## src/rtl/fuse_rd_pkg.sv

```systemverilog
package fuse_rd_pkg;
  localparam int ADDR_W = 7;
  localparam int WORDS  = 1 << ADDR_W;

  localparam logic [7:0] OFF_CTRL = 8'h00;
  localparam logic [7:0] OFF_SET  = 8'h04;
  localparam logic [7:0] OFF_CLR  = 8'h08;
  localparam logic [7:0] OFF_TIM  = 8'h10;
  localparam logic [7:0] OFF_DATA = 8'h20;
  localparam logic [7:0] OFF_CMD  = 8'h30;
  localparam logic [7:0] OFF_RES  = 8'h40;

  localparam logic [15:0] UNLOCK_KEY = 16'h3E77;
  localparam logic [31:0] SENTINEL   = 32'hBADABADA;

  typedef enum logic [1:0] {SQ_IDLE, SQ_STROBE, SQ_RELAX} seq_state_e;

  function automatic logic [31:0] fuse_word(input logic [ADDR_W-1:0] a);
    logic [7:0] b;
    b = {1'b0, a};
    return {b, ~b, 8'h5A, b ^ 8'h3C};
  endfunction
endpackage

```

## src/rtl/fuse_array.sv

```systemverilog
module fuse_array
  import fuse_rd_pkg::*;
#(
  parameter int VALID_WORDS = 120
) (
  input  logic [ADDR_W-1:0] addr,
  output logic [31:0]       word,
  output logic              bad
);
  logic [31:0] mem [WORDS];

  for (genvar i = 0; i < WORDS; i++) begin : g_word
    assign mem[i] = fuse_word(ADDR_W'(i));
  end

  assign word = mem[addr];
  assign bad  = ({1'b0, addr} >= (ADDR_W+1)'(VALID_WORDS));
endmodule

```

## src/rtl/fuse_seq.sv

```systemverilog
module fuse_seq
  import fuse_rd_pkg::*;
#(
  parameter int SR_W = 6,
  parameter int RX_W = 4
) (
  input  logic            clk,
  input  logic            rst_n,
  input  logic            start,
  input  logic [SR_W-1:0] sread,
  input  logic [RX_W-1:0] relax,
  output logic            busy,
  output logic            done
);
  localparam int CW = (SR_W > RX_W) ? SR_W : RX_W;

  seq_state_e st_q;
  logic [CW-1:0] cnt_q;

  assign busy = (st_q != SQ_IDLE);
  assign done = (st_q == SQ_RELAX) && (cnt_q == CW'(relax));

  always_ff @(posedge clk) begin
    if (!rst_n) begin
      st_q  <= SQ_IDLE;
      cnt_q <= '0;
    end else begin
      unique case (st_q)
        SQ_IDLE: if (start) begin
          st_q  <= SQ_STROBE;
          cnt_q <= '0;
        end
        SQ_STROBE: if (cnt_q == CW'(sread)) begin
          st_q  <= SQ_RELAX;
          cnt_q <= '0;
        end else cnt_q <= cnt_q + 1'b1;
        SQ_RELAX: if (done) begin
          st_q  <= SQ_IDLE;
          cnt_q <= '0;
        end else cnt_q <= cnt_q + 1'b1;
        default: st_q <= SQ_IDLE;
      endcase
    end
  end

  p_done_in_busy_r5: assert property (@(posedge clk) disable iff (!rst_n)
    done |-> busy);
  p_done_drops_r5: assert property (@(posedge clk) disable iff (!rst_n)
    done |=> !busy);
  p_start_idle_r4: assert property (@(posedge clk) disable iff (!rst_n)
    (start && !busy) |=> busy);
endmodule

```

## src/rtl/fuse_rd_ctrl.sv

```systemverilog
module fuse_rd_ctrl
  import fuse_rd_pkg::*;
#(
  parameter int          VALID_WORDS = 120,
  parameter int          SR_W        = 6,
  parameter int          RX_W        = 4,
  parameter int          SP_W        = 12,
  parameter logic [5:0]  DEF_SREAD   = 6'd3,
  parameter logic [3:0]  DEF_RELAX   = 4'd2,
  parameter logic [11:0] DEF_SPROG   = 12'd100
) (
  input  logic        clk,
  input  logic        rst_n,
  input  logic        reg_wr,
  input  logic [7:0]  reg_addr,
  input  logic [31:0] reg_wdata,
  output logic [31:0] reg_rdata
);
  logic [ADDR_W-1:0] addr_q;
  logic [15:0]       key_q;
  logic              reload_q, err_q;
  logic [SR_W-1:0]   sread_q;
  logic [RX_W-1:0]   relax_q;
  logic [SP_W-1:0]   sprog_q;
  logic [31:0]       data_q, rdata_q;

  logic seq_busy, seq_done, seq_start, arr_bad;
  logic [31:0] arr_word;

  wire wr_ctrl = reg_wr && (reg_addr == OFF_CTRL);
  wire wr_set  = reg_wr && (reg_addr == OFF_SET);
  wire wr_clr  = reg_wr && (reg_addr == OFF_CLR);
  wire wr_tim  = reg_wr && (reg_addr == OFF_TIM);
  wire wr_data = reg_wr && (reg_addr == OFF_DATA);
  wire wr_cmd  = reg_wr && (reg_addr == OFF_CMD);
  wire cmd_go  = wr_cmd && (reg_wdata == 32'h1);
  wire w_addr  = |reg_wdata[ADDR_W-1:0];

  wire violate = seq_busy && (wr_ctrl || wr_tim || cmd_go ||
                              ((wr_set || wr_clr) && w_addr));
  assign seq_start = cmd_go && !seq_busy;

  fuse_seq #(.SR_W(SR_W), .RX_W(RX_W)) seq_i (
    .clk(clk), .rst_n(rst_n), .start(seq_start),
    .sread(sread_q), .relax(relax_q), .busy(seq_busy), .done(seq_done)
  );

  fuse_array #(.VALID_WORDS(VALID_WORDS)) arr_i (
    .addr(addr_q), .word(arr_word), .bad(arr_bad)
  );

  always_ff @(posedge clk) begin
    if (!rst_n) begin
      addr_q   <= '0;
      key_q    <= '0;
      reload_q <= 1'b0;
      err_q    <= 1'b0;
      sread_q  <= DEF_SREAD;
      relax_q  <= DEF_RELAX;
      sprog_q  <= DEF_SPROG;
      data_q   <= '0;
      rdata_q  <= '0;
    end else begin
      if (!seq_busy) begin
        if (wr_ctrl)     addr_q <= reg_wdata[ADDR_W-1:0];
        else if (wr_set) addr_q <= addr_q | reg_wdata[ADDR_W-1:0];
        else if (wr_clr) addr_q <= addr_q & ~reg_wdata[ADDR_W-1:0];
        if (wr_tim) begin
          sprog_q <= reg_wdata[SP_W-1:0];
          relax_q <= reg_wdata[12 +: RX_W];
          sread_q <= reg_wdata[16 +: SR_W];
        end
      end
      if (wr_ctrl) key_q <= (reg_wdata[31:16] == UNLOCK_KEY) ? UNLOCK_KEY : 16'h0;

      if (wr_ctrl)     reload_q <= reg_wdata[10];
      else if (wr_set) reload_q <= reload_q | reg_wdata[10];
      else if (wr_clr) reload_q <= reload_q & ~reg_wdata[10];

      if (violate || (seq_done && arr_bad)) err_q <= 1'b1;
      else if (wr_ctrl) err_q <= reg_wdata[9];
      else if (wr_set)  err_q <= err_q | reg_wdata[9];
      else if (wr_clr)  err_q <= err_q & ~reg_wdata[9];

      if (wr_data) data_q <= reg_wdata;
      if (seq_done) rdata_q <= arr_bad ? SENTINEL : arr_word;
    end
  end

  always_comb begin
    unique case (reg_addr)
      OFF_CTRL, OFF_SET, OFF_CLR:
        reg_rdata = {key_q, 5'b0, reload_q, err_q, seq_busy, 1'b0, addr_q};
      OFF_TIM:  reg_rdata = {10'b0, sread_q, relax_q, sprog_q};
      OFF_DATA: reg_rdata = data_q;
      OFF_RES:  reg_rdata = rdata_q;
      default:  reg_rdata = '0;
    endcase
  end

  p_addr_hold_r8: assert property (@(posedge clk) disable iff (!rst_n)
    seq_busy |=> $stable(addr_q));
  p_timing_hold_r8: assert property (@(posedge clk) disable iff (!rst_n)
    seq_busy |=> ($stable(sread_q) && $stable(relax_q)));
  p_sentinel_r7: assert property (@(posedge clk) disable iff (!rst_n)
    (seq_done && arr_bad) |=> (rdata_q == SENTINEL && err_q));
  p_rdata_hold_r10: assert property (@(posedge clk) disable iff (!rst_n)
    !seq_done |=> $stable(rdata_q));
  p_err_sticky_r9: assert property (@(posedge clk) disable iff (!rst_n)
    (err_q && !wr_clr && !wr_ctrl) |=> err_q);
endmodule

```

## config.mk

```make
export PLATFORM = sky130hd
export DESIGN_NAME = fuse_rd_ctrl
export DESIGN_NICKNAME = d
export VERILOG_FILES = /design/src/rtl/fuse_rd_pkg.sv /design/src/rtl/fuse_array.sv /design/src/rtl/fuse_seq.sv /design/src/rtl/fuse_rd_ctrl.sv
export SDC_FILE = /design/constraint.sdc
export NUM_CORES = 1
export LEC_CHECK = 0
export ABC_AREA = 1
export ABC_CLOCK_PERIOD_IN_PS = 2200
export BUFFER_PORTS_ARGS = -buffer_cell sky130_fd_sc_hd__buf_2
export CAP_MARGIN = 30
export CORE_ASPECT_RATIO = 1.25
export CORE_MARGIN = 2
export CORE_UTILIZATION = 30
export CTS_CLUSTER_SIZE = 10
export DETAILED_ROUTE_END_ITERATION = 8
export HOLD_SLACK_MARGIN = 0.03
export PLACE_DENSITY = 0.54
export SLEW_MARGIN = 10
export SYNTH_ARGS = -nofsm -noshare
export SYNTH_HDL_FRONTEND = slang
export SYNTH_HIERARCHICAL = 1
export SYNTH_SLANG_ARGS = --single-unit
```

## constraint.sdc

```tcl
create_clock -name clk -period 2.2 [get_ports clk]
set_input_delay 0.33 -clock clk [delete_from_list [all_inputs] [get_ports clk]]
set_output_delay 0.33 -clock clk [all_outputs]
set_load 0.02 [all_outputs]
```

# Word-level counts from Yosys, hierarchy flattened
# Memories as Yosys holds them, arrays and structs flattened.
# Index checks and enable logic that the tools add are counted.
# word_totals
regBits	119
rom_bits	4096
inputBits	43
out_inout_bits	32
memories	1
# memory_table
memory	words	word_bits	read_ports	rd_clocked_by_memory_dff	write_ports	line	rtl
(no name shown)	128	32	1	0	0	fuse_array.sv:16	assign word = mem[addr];
# op_classes
add_sub_neg	1
n_lt_le_gt_ge	2
eq_ne	15
muxes	23
n_bitwise	11
reduce_logical	30
# op_table
cell	n
$pmux 32 s4	1
$mux 32	3
$eq 32x1->1 const B	1
$mux 7	3
$mux 6	3
$pmux 6 s3	1
$eq 16x14->1 const B	1
$eq 8x6->1 const B	2
$mux 14	1
$logic_and 1x1->1	12
$eq 8x3->1 const B	1
$eq 8x4->1 const B	1
$eq 8x5->1 const B	1
$eq 8x7->1 const B	1
$ge 8x8->1 const B	1
$logic_not 8->1	1
$not 7->8	1
$and 7x7->7	1
$ge 7x7->1 const B	1
$mux 1	7
$not 7->7	1
$or 7x7->7	1
$reduce_or 7->1	1
$add 6x1->6 const B	1
other kinds (20)	34

# Logic depth before layout (Yosys ltp)
# Gate-level depths: netlist of run 1.
# depth
depth_word	8
mapped_depth	15

# Cells and area by module
# Netlist of run 1, hierarchy kept.
# by_module_without_submodules
module	n_inst	cells_per_inst	area_per_inst_um2
fuse_rd_ctrl	1	625	4435.5
fuse_seq	1	111	754.5
fuse_array	1	37	232.7

# Worst setup path after synthesis of run 1
# OpenSTA, ideal clock, no wires.
# synth_timing
path_type	input to output
from	in reg_addr[0]
to	out reg_rdata[24]
arrival_time_ns	1.508
required_time_ns	1.870
setup_slack_ns	0.362
stages	6
path_buffers	1
path_cell_list	inv_1 nand2_1 nor2_8 nand4_1 clkbuf_1 o21ai_0
# synth_via
elab_chain_cells	3
elab_cells_between_ends	8
cone_classes	eq/ne: 5; mux: 1; reduce/logical: 2
# synth_rtl
element	line	rtl
start: declaration	fuse_rd_ctrl.sv:15	input logic [7:0] reg_addr,
$eq 8x3->1 (tied with other cells)	fuse_rd_ctrl.sv:91	unique case (reg_addr)
$reduce_or 3->1	fuse_rd_ctrl.sv:91	
$pmux 32 s4 *	fuse_rd_ctrl.sv:91	
end: declaration	fuse_rd_ctrl.sv:17	output logic [31:0] reg_rdata
# Mark *: on every way between the ends. The rest lies on a longest branch, timed or not.

# Worst setup path after layout of run 1
# layout_timing
from	in reg_addr[0]
to	out reg_rdata[19]
# Same word-level chain as after synthesis.

==> results of run 1 <==
sequential cells by signal (all words and copies together), names as in the netlist, named ones only:
register and count:
data_q 32, rdata_q 32, sprog_q 12, seq_i/cnt_q 6
sread_q 6, relax_q 4, seq_i/st_q 2, err_q 1
key_q 1
critical path, stage by stage:
cell and delay, ns:
buf_2 0.10, inv_1 0.04, nand2_1 0.11, nor2_8 0.17, nand2_1 0.11, inv_2 0.21, buf_12 0.19, nand2_1 0.06
o211ai_1 0.14, buf_2 0.23
metal layers:
layer | up-vias | global-route usage (%)
li1 | 2554 | -
met1 | 2316 | 22.2
met2 | 118 | 28.9
met5 | - | 0
met3 | 21 | 3.46
met4 | 0 | 5.89
power by group:
group / leakage, nW / internal [mW] / switching, mW
clock: 0.145 / 0.913 / 0.741
sequential: 0.838 / 1.94 / 0.0410
combinational: 1.58 / 0.268 / 0.497
per-stage QoR:
step | std cells | instance area [sq um] | power, mW
after floorplan | 782 | 5460 | 2.59
after global placement | 1040 | 5960 | 2.80
after detailed placement | 1040 | 5960 | 2.80
after CTS | 1056 | 6250 | 4.47
after global routing | 1056 | 6250 | 4.62
final | 1056 | 6250 | 4.40
cell type report:
cell class,count,area [sq um]
flip-flops and latches,104,2080
well taps,224,280
clock inverters,5,56.3
repair buffers,96,598
clock buffers,11,243
fillers,1929,11300
inverters,84,315
multi-input cells,532,2680
cell families after synthesis:
family,count (synthesis)
compound gates,158
xor+xnor,2
fa+ha+maj,6
buf+inv,146
flops,104
other cells,2
simple gates,355
worst max-delay path by stage:
| stage | slack, ns | cells past startpoint | endpoint |
|---|---|---|---|
| 3_3_place_gp | 0.02 | 13 | seq_i/cnt_q[3] |
| 6_report | 0.18 | 10 | reg_rdata[19] |
| 4_1_cts | 0.19 | 10 | reg_rdata[17] |
| 2_1_floorplan | 0.36 | 6 | reg_rdata[24] |
| 3_5_place_dp | 0.03 | 14 | seq_i/cnt_q[5] |
| 5_1_grt | 0.003 | 11 | rdata_q[19] |
cell usage in the layout, fill, tap and decap left out, types with 8 or more instances in the layout:
cell type    n
a211oi_1    20
a21oi_1     30
a21oi_2      8
buf_2       74
buf_4       17
clkbuf_16    9
conb_1      11
dfxtp_1    104
inv_1       75
inv_2        8
nand2_1    149
nand3_1     19
nor2_1     144
nor2_2      14
o2111ai_1    9
o211ai_1    20
o21ai_0     60
==> out/metrics.csv, run 1 <==
stage;metric;value;unit
logic_synthesis;Ys Warns;6;
worst_hold_path;Worst Hold Depth;3;
die;core area;17600;sq um
routing;DR iter-0 viols;255;
die;DIE HEIGHT;154;microns
logic_synthesis;Seq/Total Area, Yosys;38.4;%
routing;WL per Instance;15.6;microns
timing;fmax;0.494;GHz
clock_network;Clock transition at path regs;0.07;ns
placement;GP Congestion;0.825;
routing;met3 wire len;669;microns
routing;Via density;4.74;
placement;HPWL after DPL;11800;microns
logic_synthesis;post-synthesis mux area share;0;%
worst_setup_path;critical path arrival;1.69;ns
worst_setup_path;FF-to-FF path depth;10;
final_layout;synth-to-layout area growth;15.3;%
logic_synthesis;area share of the largest cell type after synthesis;38.4;%
timing;worst rel slew slack;56.0;%
global_route;vias in the first global route;4820;
worst_hold_path;Hold Path Class;in -> reg;
worst_setup_path;largest fanout on the critical path;14;
timing;Fin Clk Skew;0.00911;ns
clock_network;root buf cell;clkbuf_16;
clock_network;worst skew pair latency;0.36;ns
clock_network;Num Clock Sinks;104;
logic_synthesis;Compound-Gate Fraction of Synth Area;18.1;%
worst_setup_path;crit end category;output port;
timing;WHS;0.217;ns
timing;Slew Viols, Final;0;
logic_synthesis;syn avg cell area;7.02;sq um
worst_setup_path;r2r startpoint;seq_i/cnt_q[5];
logic_synthesis;Post-Synth Adder-Cell Area;1.38;%
die;I/O pins;75;
worst_hold_path;hold path start;reg_wdata[6];
clock_network;worst-case clock buffer depth;2;
logic_synthesis;Mapped Cells;773;
worst_setup_path;Crit Reg-Reg Endpoint;rdata_q[20];
routing;Vias;5009;
routing;uppermost layer routed;met4;
timing;Final Hold Fails;0;
die;die area;19200;sq um
global_route;antenna violations before repair;0;
global_route;GRT Total Usage;17.2;%
logic_synthesis;largest cells by area after synthesis;dfxtp_1 38%, nand2_1 10%, nor2_1 10%, o21ai_0 5.5%, inv_1 5.2%;
clock_network;H-Tree Depth;3;
final_layout;Final #Nets;876;
power;Peak VDD IR;327;uV
timing;worst slew pin tran;0.659;ns
clock_network;# Post-CTS Setup Buffers;0;
routing;detailed-route wire length;16400;microns
logic_synthesis;EDFF count, synth;0;
logic_synthesis;Synth Area in XOR/XNOR;0.323;%
global_route;grt ovf;0;
timing;setup_tns;0;ns
logic_synthesis;largest family of logic cells by synthesized area;simple AND/OR/NAND/NOR gates;
die;die width;124;microns
clock_network;Hold Buf Count CTS;0;
routing;drc violations;0;
logic_synthesis;ys async rst share;0;%
timing;fin crit share;92.0;%
die;Initial Utilization;30.9;%
final_layout;ant diodes;0;
logic_synthesis;main flop type after synthesis;dfxtp_1;
worst_setup_path;kind of critical path;in -> out;
outcome;status;finished, final reports clean;
logic_synthesis;Post-synth top cells;149 x nand2_1, 144 x nor2_1, 104 x dfxtp_1, 75 x inv_1, 60 x o21ai_0;
clock_network;CTS buffer count;9;
worst_setup_path;Critical path origin;reg_addr[0];
timing;unrepaired setup endpoints after global routing;no;
logic_synthesis;top-count cell post-synth;nand2_1;
routing;Pre-antenna DRT Iters;5;
worst_setup_path;R2R Setup Slk;0.27;ns
job;maxcap violations;0;
routing;antenna-violating nets left;0;
logic_synthesis;top cell type by total area after synthesis;dfxtp_1;
timing;setup ws final;0.177;ns
worst_setup_path;Setup crit start kind;primary input;
logic_synthesis;Cell variety after synth;35;
timing;Final Setup Violations;0;
power;P per Cell Area;704;nW/um^2
logic_synthesis;post-synthesis simple-gate area fraction;28.9;%
routing;metal2 WL;7740;microns
logic_synthesis;Seq cells post-synth;104;
clock_network;PostCTS Resize Cnt;0;
timing;fin crit period;2.02;ns
worst_setup_path;Crit path required time;1.87;ns
placement;PortBufs;74;
logic_synthesis;synthesized area;5420;sq um
clock_network;CTS tree;yes;
final_layout;layout cells sized above 1;19.5;%
global_route;first-pass GRT wire length;25900;microns
power;Static Leak;2.57;nW
routing;WL met1;7730;microns
final_layout;final core utilization;35.6;%
die;FP Rows;54;
worst_hold_path;Hold Path End;sprog_q[6];
global_route;largest net degree at the start of global routing;42;
placement;dpl ws;0.0324;ns
No activity file was read; power rests on OpenSTA's default activity.
==> run 2: changes to the inputs <==
--- a/config.mk
+++ b/config.mk
@@ -9,13 +9,15 @@
 export ABC_CLOCK_PERIOD_IN_PS = 2200
 export BUFFER_PORTS_ARGS = -buffer_cell sky130_fd_sc_hd__buf_2
 export CAP_MARGIN = 30
+export CELL_PAD_IN_SITES_DETAIL_PLACEMENT = 1
+export CELL_PAD_IN_SITES_GLOBAL_PLACEMENT = 1
 export CORE_ASPECT_RATIO = 1.25
 export CORE_MARGIN = 2
-export CORE_UTILIZATION = 30
+export CORE_UTILIZATION = 42
 export CTS_CLUSTER_SIZE = 10
 export DETAILED_ROUTE_END_ITERATION = 8
 export HOLD_SLACK_MARGIN = 0.03
-export PLACE_DENSITY = 0.54
+export PLACE_DENSITY = 0.88
 export SLEW_MARGIN = 10
 export SYNTH_ARGS = -nofsm -noshare
 export SYNTH_HDL_FRONTEND = slang
==> out/metrics.csv, run 2 (synthesized netlist as in run 1, its figures left out) <==
stage;metric;value;unit;change
placement;GP Congestion;0.869;;+5.2%
global_route;first-pass GRT wire length;29400;microns;+14%
final_layout;ant diodes;0;;unchanged
routing;Pre-antenna DRT Iters;4;;-1
final_layout;most frequent cells in the layout;148 x nand2_1, 142 x nor2_1, 104 x dfxtp_1;;
final_layout;Final #Nets;877;;+0.11%
timing;WHS;0.204;ns;-0.0130 ns
clock_network;worst-case clock buffer depth;2;;unchanged
timing;setup_tns;0;ns;unchanged
worst_setup_path;largest fanout on the critical path;4;;-10
timing;unrepaired setup endpoints after global routing;yes;;
power;PnR Total Power;4.52;mW;+2.6%
routing;detailed-route wire length;18600;microns;+13%
placement;PortBufs;74;;unchanged
clock_network;CTS tree;yes;;
global_route;largest net degree at the start of global routing;42;;unchanged
final_layout;commonest non-fill, non-tap cell in the layout;nand2_1;;
timing;worst slew pin tran;0.520;ns;-0.139 ns
routing;antenna-violating nets left;0;;unchanged
worst_hold_path;Hold Path Class;in -> reg;;
power;P per Cell Area;729;nW/um^2;+3.5%
worst_setup_path;kind of critical path;reg -> out;;
clock_network;H-Tree Depth;3;;unchanged
routing;Via density;5.38;;+13%
die;I/O pins;75;;unchanged
final_layout;final core utilization;49.0;%;+13 points
timing;Fin Clk Skew;0.00718;ns;-0.00193 ns
die;die area;13800;sq um;-28%
final_layout;fin area;6200;sq um;-0.80%
global_route;antenna violations before repair;0;;unchanged
worst_setup_path;critical path arrival;1.69;ns;about the same
clock_network;CTS buffer count;9;;unchanged
outcome;status;finished, final reports clean;;
worst_hold_path;Worst Hold Depth;3;;unchanged
routing;Vias;5378;;+7.4%
die;Initial Utilization;42.8;%;+12 points
worst_setup_path;FF-to-FF path depth;11;;+1
routing;drc violations;0;;unchanged
worst_setup_path;crit end category;output port;;
job;maxcap violations;0;;unchanged
clock_network;root buf cell;clkbuf_16;;
final_layout;synth-to-layout area growth;14.4;%;
timing;Final Hold Fails;0;;unchanged
clock_network;Num Clock Sinks;104;;unchanged
power;Static Leak;2.57;nW;about the same
global_route;GRT Total Usage;27.7;%;+10 points
timing;worst rel slew slack;65.4;%;+9.3 points
placement;Placed Instance Area;5860;sq um;-1.7%
die;DIE HEIGHT;131;microns;-15%
routing;WL per Instance;18.6;microns;+20%
timing;fmax;0.494;GHz;about the same
worst_setup_path;Setup crit start kind;flop;;
timing;fin crit period;2.02;ns;+0.000884 ns
routing;DR iter-0 viols;251;;-1.6%
die;core area;12700;sq um;-28%
clock_network;Clock transition at path regs;0.07;ns;about the same
die;FP Rows;46;;-15%
timing;Slew Viols, Final;0;;unchanged
global_route;grt ovf;0;;unchanged
clock_network;Hold Buf Count CTS;0;;unchanged
power;Peak VDD IR;366;uV;+12%
final_layout;layout cells sized above 1;20.0;%;+0.48 points
global_route;vias in the first global route;5589;;+16%
final_layout;largest registers;data_q (32), rdata_q (32), sprog_q (12);;
worst_setup_path;Crit path required time;1.87;ns;about the same
timing;fin crit share;92.0;%;about the same
die;die width;106;microns;-15%
placement;HPWL after DPL;12600;microns;+6.9%
timing;Final Setup Violations;0;;unchanged
clock_network;worst skew pair latency;0.36;ns;about the same
[run 2: layout make-up]
cell class                 instances  area (sq um)
tap                              168           210
clock inverter                     4          52.6
fill                            1651          6460
timing repair buffer              96           598
clock buffer                      11           243
inverter                          84           319
multi-input combinational        532          2690
sequential                       104          2080
timing repair inverter             1          7.51
[run 2: what timing repair did]
action,4_1_cts,5_1_grt
gates resized for setup,0,6
buffers inserted,0,4
endpoints found under the setup margin,0,18
[run 2: stage by stage]
stage          cells  worst slack [ns]
2_1_floorplan    782             0.362
3_3_place_gp     980             0.176
3_5_place_dp     980             0.107
4_1_cts          995             0.110
5_1_grt         1000          -0.00114
6_report        1000             0.176
[run 2: report_power, final]
part	total, mW	internal (mW)	switching [mW]
Clock	1.68	0.914	0.763
Sequential	1.99	1.94	0.0453
Combinational	0.855	0.280	0.575
Total	4.52	3.14	1.38
[run 2: final timing paths]
check	startpoint	to	slack, ns
max	seq_i/st_q[1]	reg_rdata[8]	0.18
min	reg_wdata[13]	relax_q[1]	0.20
max reg2reg	seq_i/cnt_q[5]	rdata_q[19]	0.18
min reg2reg	rdata_q[21]	rdata_q[21]	0.47
[run 2: worst max-delay path, stage by stage, from the launching register on]
cell      delay (ns)
dfxtp_1         0.33
inv_1           0.15
ha_1            0.24
inv_1           0.12
a22oi_1         0.19
o211ai_1        0.12
buf_2           0.18
[run 2: layer usage]
metal | part of all wire, % | global-route usage, % | up-vias | routed length (microns)
met2 | 52 | 50.9 | 151 | 9610
met3 | 4.1 | 4.76 | 47 | 760
met5 | 0 | 0 | - | 0
met4 | 4.2 | 14.9 | 0 | 779
li1 | - | - | 2557 | -
met1 | 40 | 30.6 | 2623 | 7450
